<file path="config.mk">
export PLATFORM = sky130hd
export DESIGN_NAME = dbg_session_ctl
export DESIGN_NICKNAME = d
export VERILOG_FILES = /design/src/rtl/dbg_ctl_pkg.sv /design/src/rtl/dbg_ctl_regs.sv /design/src/rtl/dbg_seq.sv /design/src/rtl/dbg_brk_route.sv /design/src/rtl/dbg_session_ctl.sv
export SDC_FILE = /design/constraint.sdc
export NUM_CORES = 1
export LEC_CHECK = 0
export BUFFER_PORTS_ARGS = -buffer_cell sky130_fd_sc_hd__buf_4
export CORE_MARGIN = 2
export CORE_UTILIZATION = 30
export DETAILED_ROUTE_END_ITERATION = 10
export PLACE_DENSITY_LB_ADDON = 0.25
export SKIP_CTS_REPAIR_TIMING = 1
export SYNTH_ARGS = -nofsm -noshare
export SYNTH_HDL_FRONTEND = slang
export SYNTH_SLANG_ARGS = --single-unit
</file>
<file path="constraint.sdc">
create_clock -name clk_i -period 1.95 [get_ports clk_i]
set_input_delay 0.585 -clock clk_i [delete_from_list [all_inputs] [get_ports clk_i]]
set_output_delay 0.585 -clock clk_i [all_outputs]
set_load 0.05 [all_outputs]
</file>
<file path="src/rtl/dbg_ctl_pkg.sv">
package dbg_ctl_pkg;
  typedef enum logic [1:0] {
    SEQ_IDLE  = 2'd0,
    SEQ_ONE   = 2'd1,
    SEQ_MID   = 2'd2,
    SEQ_FINAL = 2'd3
  } seq_state_e;

  localparam int unsigned ARM_BIT  = 7;
  localparam int unsigned TRIG_BIT = 6;
  localparam int unsigned BDM_BIT  = 4;
  localparam int unsigned BRK_BIT  = 3;

  typedef struct packed {
    logic end_ses;
    logic trig;
    logic arm_set;
    logic disarm;
  } wr_cmd_t;
endpackage

</file>
<file path="src/rtl/dbg_ctl_regs.sv">
module dbg_ctl_regs
  import dbg_ctl_pkg::*;
#(
  parameter int unsigned DATA_W    = 8,
  parameter int unsigned BANK_W    = 2,
  parameter int unsigned NUM_BANKS = 3
) (
  input  logic                 clk_i,
  input  logic                 rst_ni,
  input  logic                 we_i,
  input  logic [DATA_W-1:0]    wdata_i,
  input  logic                 clear_arm_i,
  output wr_cmd_t              cmd_o,
  output logic                 brk_en_nxt_o,
  output logic                 bdm_sel_nxt_o,
  output logic                 arm_o,
  output logic                 bdm_sel_o,
  output logic                 brk_en_o,
  output logic [BANK_W-1:0]    bank_o,
  output logic [NUM_BANKS-1:0] win_sel_o
);
  logic w_arm, w_trig;
  logic [BANK_W-1:0]    bank_nxt;
  logic [NUM_BANKS-1:0] win_nxt;

  assign w_arm  = wdata_i[ARM_BIT];
  assign w_trig = wdata_i[TRIG_BIT];

  assign cmd_o.end_ses = we_i & w_arm & w_trig;
  assign cmd_o.trig    = we_i & ~w_arm & w_trig;
  assign cmd_o.arm_set = we_i & w_arm & ~w_trig & ~arm_o;
  assign cmd_o.disarm  = we_i & ~w_arm & ~w_trig;

  assign brk_en_nxt_o  = we_i ? wdata_i[BRK_BIT] : brk_en_o;
  assign bdm_sel_nxt_o = we_i ? wdata_i[BDM_BIT] : bdm_sel_o;
  assign bank_nxt      = we_i ? wdata_i[BANK_W-1:0] : bank_o;

  for (genvar g = 0; g < NUM_BANKS; g++) begin : g_win
    assign win_nxt[g] = (bank_nxt == BANK_W'(g));
  end

  always_ff @(posedge clk_i or negedge rst_ni) begin
    if (!rst_ni) begin
      arm_o     <= 1'b0;
      bdm_sel_o <= 1'b0;
      brk_en_o  <= 1'b0;
      bank_o    <= '0;
      win_sel_o <= NUM_BANKS'(1);
    end else begin
      bdm_sel_o <= bdm_sel_nxt_o;
      brk_en_o  <= brk_en_nxt_o;
      bank_o    <= bank_nxt;
      win_sel_o <= win_nxt;
      if (cmd_o.end_ses || cmd_o.disarm) arm_o <= 1'b0;
      else if (cmd_o.arm_set)            arm_o <= 1'b1;
      else if (clear_arm_i)              arm_o <= 1'b0;
    end
  end
endmodule

</file>
<file path="src/rtl/dbg_seq.sv">
module dbg_seq
  import dbg_ctl_pkg::*;
(
  input  logic       clk_i,
  input  logic       rst_ni,
  input  wr_cmd_t    cmd_i,
  input  logic       match_a_i,
  input  logic       match_b_i,
  input  logic       tracing_i,
  input  logic       begin_align_i,
  input  logic       brk_en_nxt_i,
  input  logic       trace_done_i,
  output seq_state_e state_o,
  output logic       trace_start_o,
  output logic       fire_o,
  output logic       clear_arm_o
);
  seq_state_e state_n;
  logic wait_q, wait_n, pend_q, pend_n, start_n;
  logic trig_acc, final_evt;

  // begin-aligned trace in flight locks out further triggers
  assign trig_acc  = cmd_i.trig & ~(wait_q & begin_align_i);
  assign final_evt = trig_acc | ((state_o == SEQ_MID) & match_b_i);

  always_comb begin
    state_n     = state_o;
    wait_n      = wait_q;
    pend_n      = pend_q;
    start_n     = 1'b0;
    fire_o      = 1'b0;
    clear_arm_o = 1'b0;
    if (cmd_i.end_ses || cmd_i.disarm) begin
      state_n = SEQ_IDLE;
      wait_n  = 1'b0;
      pend_n  = 1'b0;
    end else if (cmd_i.arm_set) begin
      state_n = SEQ_ONE;
      wait_n  = 1'b0;
      pend_n  = 1'b0;
    end else if (final_evt) begin
      if (tracing_i) begin
        state_n = SEQ_FINAL;
        wait_n  = 1'b1;
        pend_n  = brk_en_nxt_i;
        start_n = 1'b1;
      end else begin
        state_n     = SEQ_IDLE;
        wait_n      = 1'b0;
        pend_n      = 1'b0;
        fire_o      = brk_en_nxt_i;
        clear_arm_o = 1'b1;
      end
    end else if (wait_q && trace_done_i) begin
      state_n     = SEQ_IDLE;
      wait_n      = 1'b0;
      pend_n      = 1'b0;
      fire_o      = pend_q;
      clear_arm_o = 1'b1;
    end else if (state_o == SEQ_ONE && match_a_i) begin
      state_n = SEQ_MID;
    end
  end

  always_ff @(posedge clk_i or negedge rst_ni) begin
    if (!rst_ni) begin
      state_o       <= SEQ_IDLE;
      wait_q        <= 1'b0;
      pend_q        <= 1'b0;
      trace_start_o <= 1'b0;
    end else begin
      state_o       <= state_n;
      wait_q        <= wait_n;
      pend_q        <= pend_n;
      trace_start_o <= start_n;
    end
  end
endmodule

</file>
<file path="src/rtl/dbg_brk_route.sv">
module dbg_brk_route (
  input  logic clk_i,
  input  logic rst_ni,
  input  logic fire_i,
  input  logic bdm_sel_i,
  input  logic bdm_enable_i,
  output logic bdm_req_o,
  output logic swi_req_o
);
  logic to_bdm;
  assign to_bdm = bdm_sel_i & bdm_enable_i;

  always_ff @(posedge clk_i or negedge rst_ni) begin
    if (!rst_ni) begin
      bdm_req_o <= 1'b0;
      swi_req_o <= 1'b0;
    end else begin
      bdm_req_o <= fire_i & to_bdm;
      swi_req_o <= fire_i & ~to_bdm;
    end
  end
endmodule

</file>
<file path="src/rtl/dbg_session_ctl.sv">
module dbg_session_ctl
  import dbg_ctl_pkg::*;
#(
  parameter int unsigned DATA_W    = 8,
  parameter int unsigned BANK_W    = 2,
  parameter int unsigned NUM_BANKS = 3
) (
  input  logic                 clk_i,
  input  logic                 rst_ni,
  input  logic                 reg_we_i,
  input  logic [DATA_W-1:0]    reg_wdata_i,
  output logic [DATA_W-1:0]    reg_rdata_o,
  input  logic                 match_a_i,
  input  logic                 match_b_i,
  input  logic                 trace_src_en_i,
  input  logic                 trace_begin_align_i,
  input  logic                 secure_i,
  input  logic                 bdm_enable_i,
  output logic                 trace_start_o,
  input  logic                 trace_done_i,
  output logic                 bdm_req_o,
  output logic                 swi_req_o,
  output logic                 armed_o,
  output logic [1:0]           seq_state_o,
  output logic [NUM_BANKS-1:0] win_sel_o
);
  wr_cmd_t           cmd;
  seq_state_e        state;
  logic              brk_en_nxt, bdm_sel_nxt, bdm_sel, brk_en;
  logic              fire, clear_arm, tracing;
  logic [BANK_W-1:0] bank;

  assign tracing = trace_src_en_i & ~secure_i;

  dbg_ctl_regs #(.DATA_W(DATA_W), .BANK_W(BANK_W), .NUM_BANKS(NUM_BANKS)) i_regs (
    .clk_i, .rst_ni,
    .we_i          (reg_we_i),
    .wdata_i       (reg_wdata_i),
    .clear_arm_i   (clear_arm),
    .cmd_o         (cmd),
    .brk_en_nxt_o  (brk_en_nxt),
    .bdm_sel_nxt_o (bdm_sel_nxt),
    .arm_o         (armed_o),
    .bdm_sel_o     (bdm_sel),
    .brk_en_o      (brk_en),
    .bank_o        (bank),
    .win_sel_o     (win_sel_o)
  );

  dbg_seq i_seq (
    .clk_i, .rst_ni,
    .cmd_i         (cmd),
    .match_a_i, .match_b_i,
    .tracing_i     (tracing),
    .begin_align_i (trace_begin_align_i),
    .brk_en_nxt_i  (brk_en_nxt),
    .trace_done_i,
    .state_o       (state),
    .trace_start_o,
    .fire_o        (fire),
    .clear_arm_o   (clear_arm)
  );

  dbg_brk_route i_route (
    .clk_i, .rst_ni,
    .fire_i        (fire),
    .bdm_sel_i     (bdm_sel_nxt),
    .bdm_enable_i,
    .bdm_req_o, .swi_req_o
  );

  assign seq_state_o = state;

  always_comb begin
    reg_rdata_o                = '0;
    reg_rdata_o[ARM_BIT]       = armed_o;
    reg_rdata_o[BDM_BIT]       = bdm_sel;
    reg_rdata_o[BRK_BIT]       = brk_en;
    reg_rdata_o[BANK_W-1:0]    = bank;
  end
endmodule

</file>
Word-level counts from Yosys, hierarchy flattened
Cells that the tools add are included.

Add/sub/neg operators: 0. $mul: 0. Div/mod/pow operators: 0. $lt $le $gt $ge: 0. Equal/unequal tests: 4. Shift operators: 0. Muxes and demuxes: 34. Bitwise logic cells: 21. Reduce and logical (&&, ||, !) cells: 7.

Operator list (number): $mux W1 (27); $and A1 B1 Y1 (14); $mux W2 (7); $not A1 Y1 (6); $reduce_bool A5 Y1 (1); $eq A2 B1 Y1 const B (2); $eq A2 B2 Y1 const B (2); $reduce_bool A4 Y1 (1); $reduce_bool A3 Y1 (1); $logic_and A1 B1 Y1 (2); $logic_not A2 Y1 (1); $logic_or A1 B1 Y1 (1); $or A1 B1 Y1 (1).

Bits in registers: 15. Bits in latches: 0. Memory bits (writable): 0. ROM bits: 0. Input bits: 18. Output and inout bits: 17. Memories: 0.

Logic depth before layout (Yosys ltp)
Word-level depth: 11. Mapped depth: 6.

Hierarchy
Synthesis repeated with hierarchy kept, for this count alone.

Cells, all modules: 80. Area total of the unflattened synthesis: 820.8 µm².

By module, submodules not included: dbg_ctl_regs (times used 1, cells an instance 33, area an instance 362.8 µm²); dbg_seq (times used 1, cells an instance 35, area an instance 327.8 µm²); dbg_brk_route (times used 1, cells an instance 4, area an instance 67.6 µm²); dbg_session_ctl (times used 1, cells an instance 8, area an instance 62.6 µm²).

Least setup slack after synthesis
OpenSTA, ideal clock, no wires.

Path kind: in2reg. From: in reg_we_i. To: reg i_route.swi_req_o. Data arrival time: 1632 ps. Setup slack: 238 ps. Stages on the path: 6. Path through: buf_6 inv_2 o32a_1 buf_6 mux2_4 nor3b_2.

Word-level cells in the longest chain between the ends: 8. Elaborated cells between the ends (all ways): 19. Those cells by class: mux: 6; bitwise: 12; reduce/logical: 1.

RTL lines: start, declared (line dbg_session_ctl.sv:10) `input logic reg_we_i,`; $and A1 B1 Y1 (line dbg_ctl_regs.sv:30, dbg_ctl_regs.sv:32); $and A1 B1 Y1 (line dbg_ctl_regs.sv:30) `assign cmd_o.trig = we_i & ~w_arm & w_trig;`; $and A1 B1 Y1 (line dbg_seq.sv:23) `assign trig_acc = cmd_i.trig & ~(wait_q & begin_align_i);`; $or A1 B1 Y1 (line dbg_seq.sv:24) `assign final_evt = trig_acc | ((state_o == SEQ_MID) & match_b_i);`; $mux W1 (line dbg_seq.sv:41) `end else if (final_evt) begin`; $mux W1 (line dbg_seq.sv:37) `end else if (cmd_i.arm_set) begin`; $mux W1 (line dbg_seq.sv:33) `if (cmd_i.end_ses || cmd_i.disarm) begin`; $and A1 B1 Y1 * (line dbg_brk_route.sv:19) `swi_req_o <= fire_i & ~to_bdm;`; end signal, assigned (line dbg_brk_route.sv:19); end, declared (line dbg_brk_route.sv:8) `output logic swi_req_o`.

Mark *: on every way between the ends. The rest lies on a longest branch, timed or not. A chain may end at the register's enable or synchronous reset.

Final worst setup path
From: in reg_wdata_i[7]. To: reg i_route.swi_req_o.

Word-level cells in the longest chain between the ends: 9. Elaborated cells between the ends (all ways): 15. Those cells by class: mux: 3; bitwise: 11; reduce/logical: 1.

RTL lines: start, declared (line dbg_session_ctl.sv:11) `input logic [DATA_W-1:0] reg_wdata_i,`; $not A1 Y1 (line dbg_ctl_regs.sv:30, dbg_ctl_regs.sv:32); $and A1 B1 Y1 (line dbg_ctl_regs.sv:30, dbg_ctl_regs.sv:32); $and A1 B1 Y1 (line dbg_ctl_regs.sv:30); $and A1 B1 Y1 (line dbg_seq.sv:23); $or A1 B1 Y1 (line dbg_seq.sv:24); $mux W1 (line dbg_seq.sv:41); $mux W1 (line dbg_seq.sv:37); $mux W1 * (line dbg_seq.sv:33); $and A1 B1 Y1 * (line dbg_brk_route.sv:19).

Marks and branches as above.

==> impl_metrics.json <==
{
  "all_layer_gr_usage_pct": 11.36,
  "max_cap_viol_count": 0,
  "core_area_um2": 2432,
  "grt_setup_unrepaired": "false",
  "max_freq_mhz": 625.4,
  "crit_path_max_fanout": 8,
  "cts_max_path_buffers": 2,
  "leakage_power_figure_nw": 0.5103,
  "synth_top_flop_cell": "sky130_fd_sc_hd__dfrtp_1",
  "vias": 575,
  "start_kind": "primary input",
  "antenna_violations_before_repair": 0,
  "tritoncts.num_buffers": 3,
  "post-route-drc-count": 0,
  "floorplan.io_pins": 35,
  "final.setup.tns_ps": 0,
  "clock_period_minus_final_worst_setup_slack_ps": 1599,
  "critical_path_cell_count": 5,
  "critPathArrivalTime_ps": 1810,
  "cts_htree_levels": 1,
  "synth_cell_types": 29,
  "fill_cells": 246,
  "first_pass_iters": 4,
  "finalWeightedCongestion": 0.8111,
  "ant_nets": 0,
  "post-route-period-util_pct": 81.99,
  "fin_cells": 127,
  "crit_slowest_cell": "sky130_fd_sc_hd__o32a_1",
  "synth-seq-cells": 15,
  "clkTransAtPathRegs_ps": 90,
  "comb_power_share_pct": 38.2,
  "final_max_slew_viols": 0,
  "rr_endpoint": "i_route.swi_req_o",
  "synth_area_um2": 753.2,
  "synth_area_leaders": "sky130_fd_sc_hd__dfrtp_1, sky130_fd_sc_hd__buf_4, sky130_fd_sc_hd__mux2_2",
  "switching_power_w": 0.0003354,
  "place.detailed.instances": 123,
  "worstSetupPathType": "in -> reg",
  "rrSetupSlack_ps": 390,
  "y_dimension_of_the_die_um": 54.11,
  "power.clock.fraction_pct": 19.8,
  "placed_wire_length_estimate_mm": 1.155,
  "postSynthAreaPerCell_um2": 11.24,
  "chipWidth_um": 54.11,
  "p_int_w": 0.0005472,
  "part_of_the_total_power_dissipated_in_sequential_elements_pct": 42.0,
  "synth_top_cell_by_area": "sky130_fd_sc_hd__dfrtp_1",
  "asyncSetResetFlopFracSynth_pct": 100.0,
  "numClockSinks": 15,
  "number_of_enable_flip_flop_cells_after_synthesis": 0,
  "num_rows": 18,
  "synth.most_common_cell": "sky130_fd_sc_hd__dfrtp_1",
  "drt-vias-per-instance": 4.528,
  "power.density_nw_per_um2": 885.1,
  "worstHoldPathType": "in -> async",
  "clk_latency_ps": 280,
  "clock-skew-final_ps": 5.281,
  "critical_path.top_delay_family": "compound AO/OA/AOI/OAI gates",
  "rr_worst_depth": 4,
  "yosysTopAreaCellShare_pct": 46.51,
  "detail_route.iter0.violations": 11,
  "timing.critical_path.buf_inv": 1,
  "grt_start_max_net_pins": 16,
  "gr-total-overflow": 0,
  "port-buffer-count": 29,
  "synth_top_cells_by_count": "sky130_fd_sc_hd__dfrtp_1, sky130_fd_sc_hd__buf_4, sky130_fd_sc_hd__nand2b_1",
  "antenna_cells_inserted": 0,
  "critPathMaxStageDelay_ps": 450,
  "grt_first_pass_wirelength_mm": 2.304,
  "avgRoutedWirePerCell_um": 11.91,
  "drt_wl_total_mm": 1.512,
  "area.sequential_um2": 376.6,
  "worst_setup_path_end_kind": "flip-flop",
  "syn-instance-count": 67,
  "setup_violations": 0,
  "initial_utilization_pct": 30.97,
  "startpoint_of_the_most_critical_register_to_register_path": "i_seq.wait_q",
  "clock_tree_from_tritoncts": "built",
  "via_count_of_the_first_global_routing_pass": 524,
  "critical_path_required_ps": 2160,
  "worst_ir_drop_vdd_v": 0.0003395,
  "area.growth.synth_to_final_pct": 32.39,
  "critical_path.cell_chain": "buf_4 > nand2b_4 > o32a_1 > mux2_4 > nor3b_2",
  "status": "finished clean",
  "num-nets-final": 116,
  "layout-drive-gt1-share_pct": 45.36,
  "area_of_combinational_cells_with_multiple_inputs_um2": 301.5,
  "synth_sequential_area_ratio_pct": 50.00,
  "design.die.area_um2": 2927,
  "clk_root_buffer_cell": "sky130_fd_sc_hd__clkbuf_4",
  "yosys_warnings": 0,
  "power_switching_share_pct": 38.00,
  "report.final.hold_viol_count": 0
}
## cells in the final DEF (no fill, tap or decap)
cell type / instances
sky130_fd_sc_hd__a21oi_1: 2
sky130_fd_sc_hd__a31oi_1: 2
sky130_fd_sc_hd__a32o_1: 1
sky130_fd_sc_hd__a32oi_1: 1
sky130_fd_sc_hd__and2_1: 1
sky130_fd_sc_hd__and3_1: 2
sky130_fd_sc_hd__buf_4: 32
sky130_fd_sc_hd__clkbuf_1: 1
sky130_fd_sc_hd__clkbuf_4: 3
sky130_fd_sc_hd__conb_1: 3
sky130_fd_sc_hd__dfrtp_1: 14
sky130_fd_sc_hd__dfstp_2: 1
sky130_fd_sc_hd__inv_1: 3
sky130_fd_sc_hd__inv_2: 1
sky130_fd_sc_hd__mux2_2: 3
sky130_fd_sc_hd__mux2_4: 1
sky130_fd_sc_hd__mux2i_1: 2
sky130_fd_sc_hd__nand2_1: 4
sky130_fd_sc_hd__nand2b_1: 5
sky130_fd_sc_hd__nand2b_4: 1
sky130_fd_sc_hd__nand3_1: 3
sky130_fd_sc_hd__nand3b_1: 1
sky130_fd_sc_hd__nand4bb_1: 1
sky130_fd_sc_hd__nor2_1: 1
sky130_fd_sc_hd__nor2b_1: 2
sky130_fd_sc_hd__nor3_2: 1
sky130_fd_sc_hd__nor3b_2: 1
sky130_fd_sc_hd__o21ai_0: 2
sky130_fd_sc_hd__o22a_1: 1
sky130_fd_sc_hd__o32a_1: 1
## stage by stage
stage / total power [W] / worst slack, ps / hold slack (ps) / util [%] / area, um2
global placement: 0.0007126 / 67.77 / 452.4 / 39.92 / 970.9
global route: 0.0009332 / 310.6 / 138.4 / 41.00 / 997.2
detailed placement: 0.0007160 / 59.73 / 451.5 / 39.92 / 970.9
CTS: 0.0008947 / 359.3 / 139.4 / 41.00 / 997.2
finish: 0.0008827 / 351.1 / 138.7 / 41.00 / 997.2
floorplan: 0.0006224 / 238.4 / 289.4 / - / 760.7
## cell families after synthesis
kind of cell	synth area share, %
buf+inv	10.96
flops	50.00
other cells	0.4979
simple gates	20.10
mux	9.135
compound gates	9.303
## power groups by stage
stage          Clock (W)  Combinational [W]  Sequential, W
3_5_place_dp           0           0.000338       0.000378
6_report        0.000175           0.000337       0.000371
2_1_floorplan          0           0.000151       0.000471
3_3_place_gp           0           0.000337       0.000376
4_1_cts         0.000184           0.000339       0.000372
5_1_grt         0.000196           0.000360       0.000377
## per-layer routing
metal	GRT usage (%)	part of all wire (%)	up-vias
met5	0	0	-
met4	8.333	1.3	0
met3	1.944	3.9	2
met2	18.90	54	16
met1	12.97	40	276
li1	-	-	281
## flip-flops by register name, summed over array words and instances, names as in the netlist
signal,flops
i_seq.trace_start_o,1
i_seq.pend_q,1
i_route.swi_req_o,1
i_regs.arm_o,1
i_seq.state_o,2
i_regs.bank_o,2
i_regs.brk_en_o,1
i_regs.bdm_sel_o,1
i_route.bdm_req_o,1
i_regs.win_sel_o,3
i_seq.wait_q,1
## final cells by class
class                           count  area share [%]
Clock buffer                        4           2.635
Inverter                            4           1.506
Multi-Input combinational cell     42           30.24
Sequential cell                    15           37.77
Tap cell                           30           3.764
Timing Repair Buffer               32           24.09
## worst max-delay path by stage
| stage | start | to | slack, ps |
|---|---|---|---|
| 2_1_floorplan | reg_we_i | i_route.swi_req_o | 240 |
| 3_3_place_gp | reg_wdata_i[7] | i_route.swi_req_o | 70 |
| 3_5_place_dp | reg_wdata_i[7] | i_route.swi_req_o | 60 |
| 4_1_cts | reg_wdata_i[7] | i_route.swi_req_o | 360 |
| 5_1_grt | i_seq.wait_q | i_route.swi_req_o | 310 |
| 6_report | reg_wdata_i[7] | i_route.swi_req_o | 350 |
## worst register-to-register path: cells and delay by family (launching register included)
kind             cells  cell delay, ps
multiplexers         1             350
AND/OR/NAND/NOR      2             320
AO/OA/AOI/OAI        1             400
flip-flops           1             420
No activity file was read; power rests on OpenSTA's default activity.
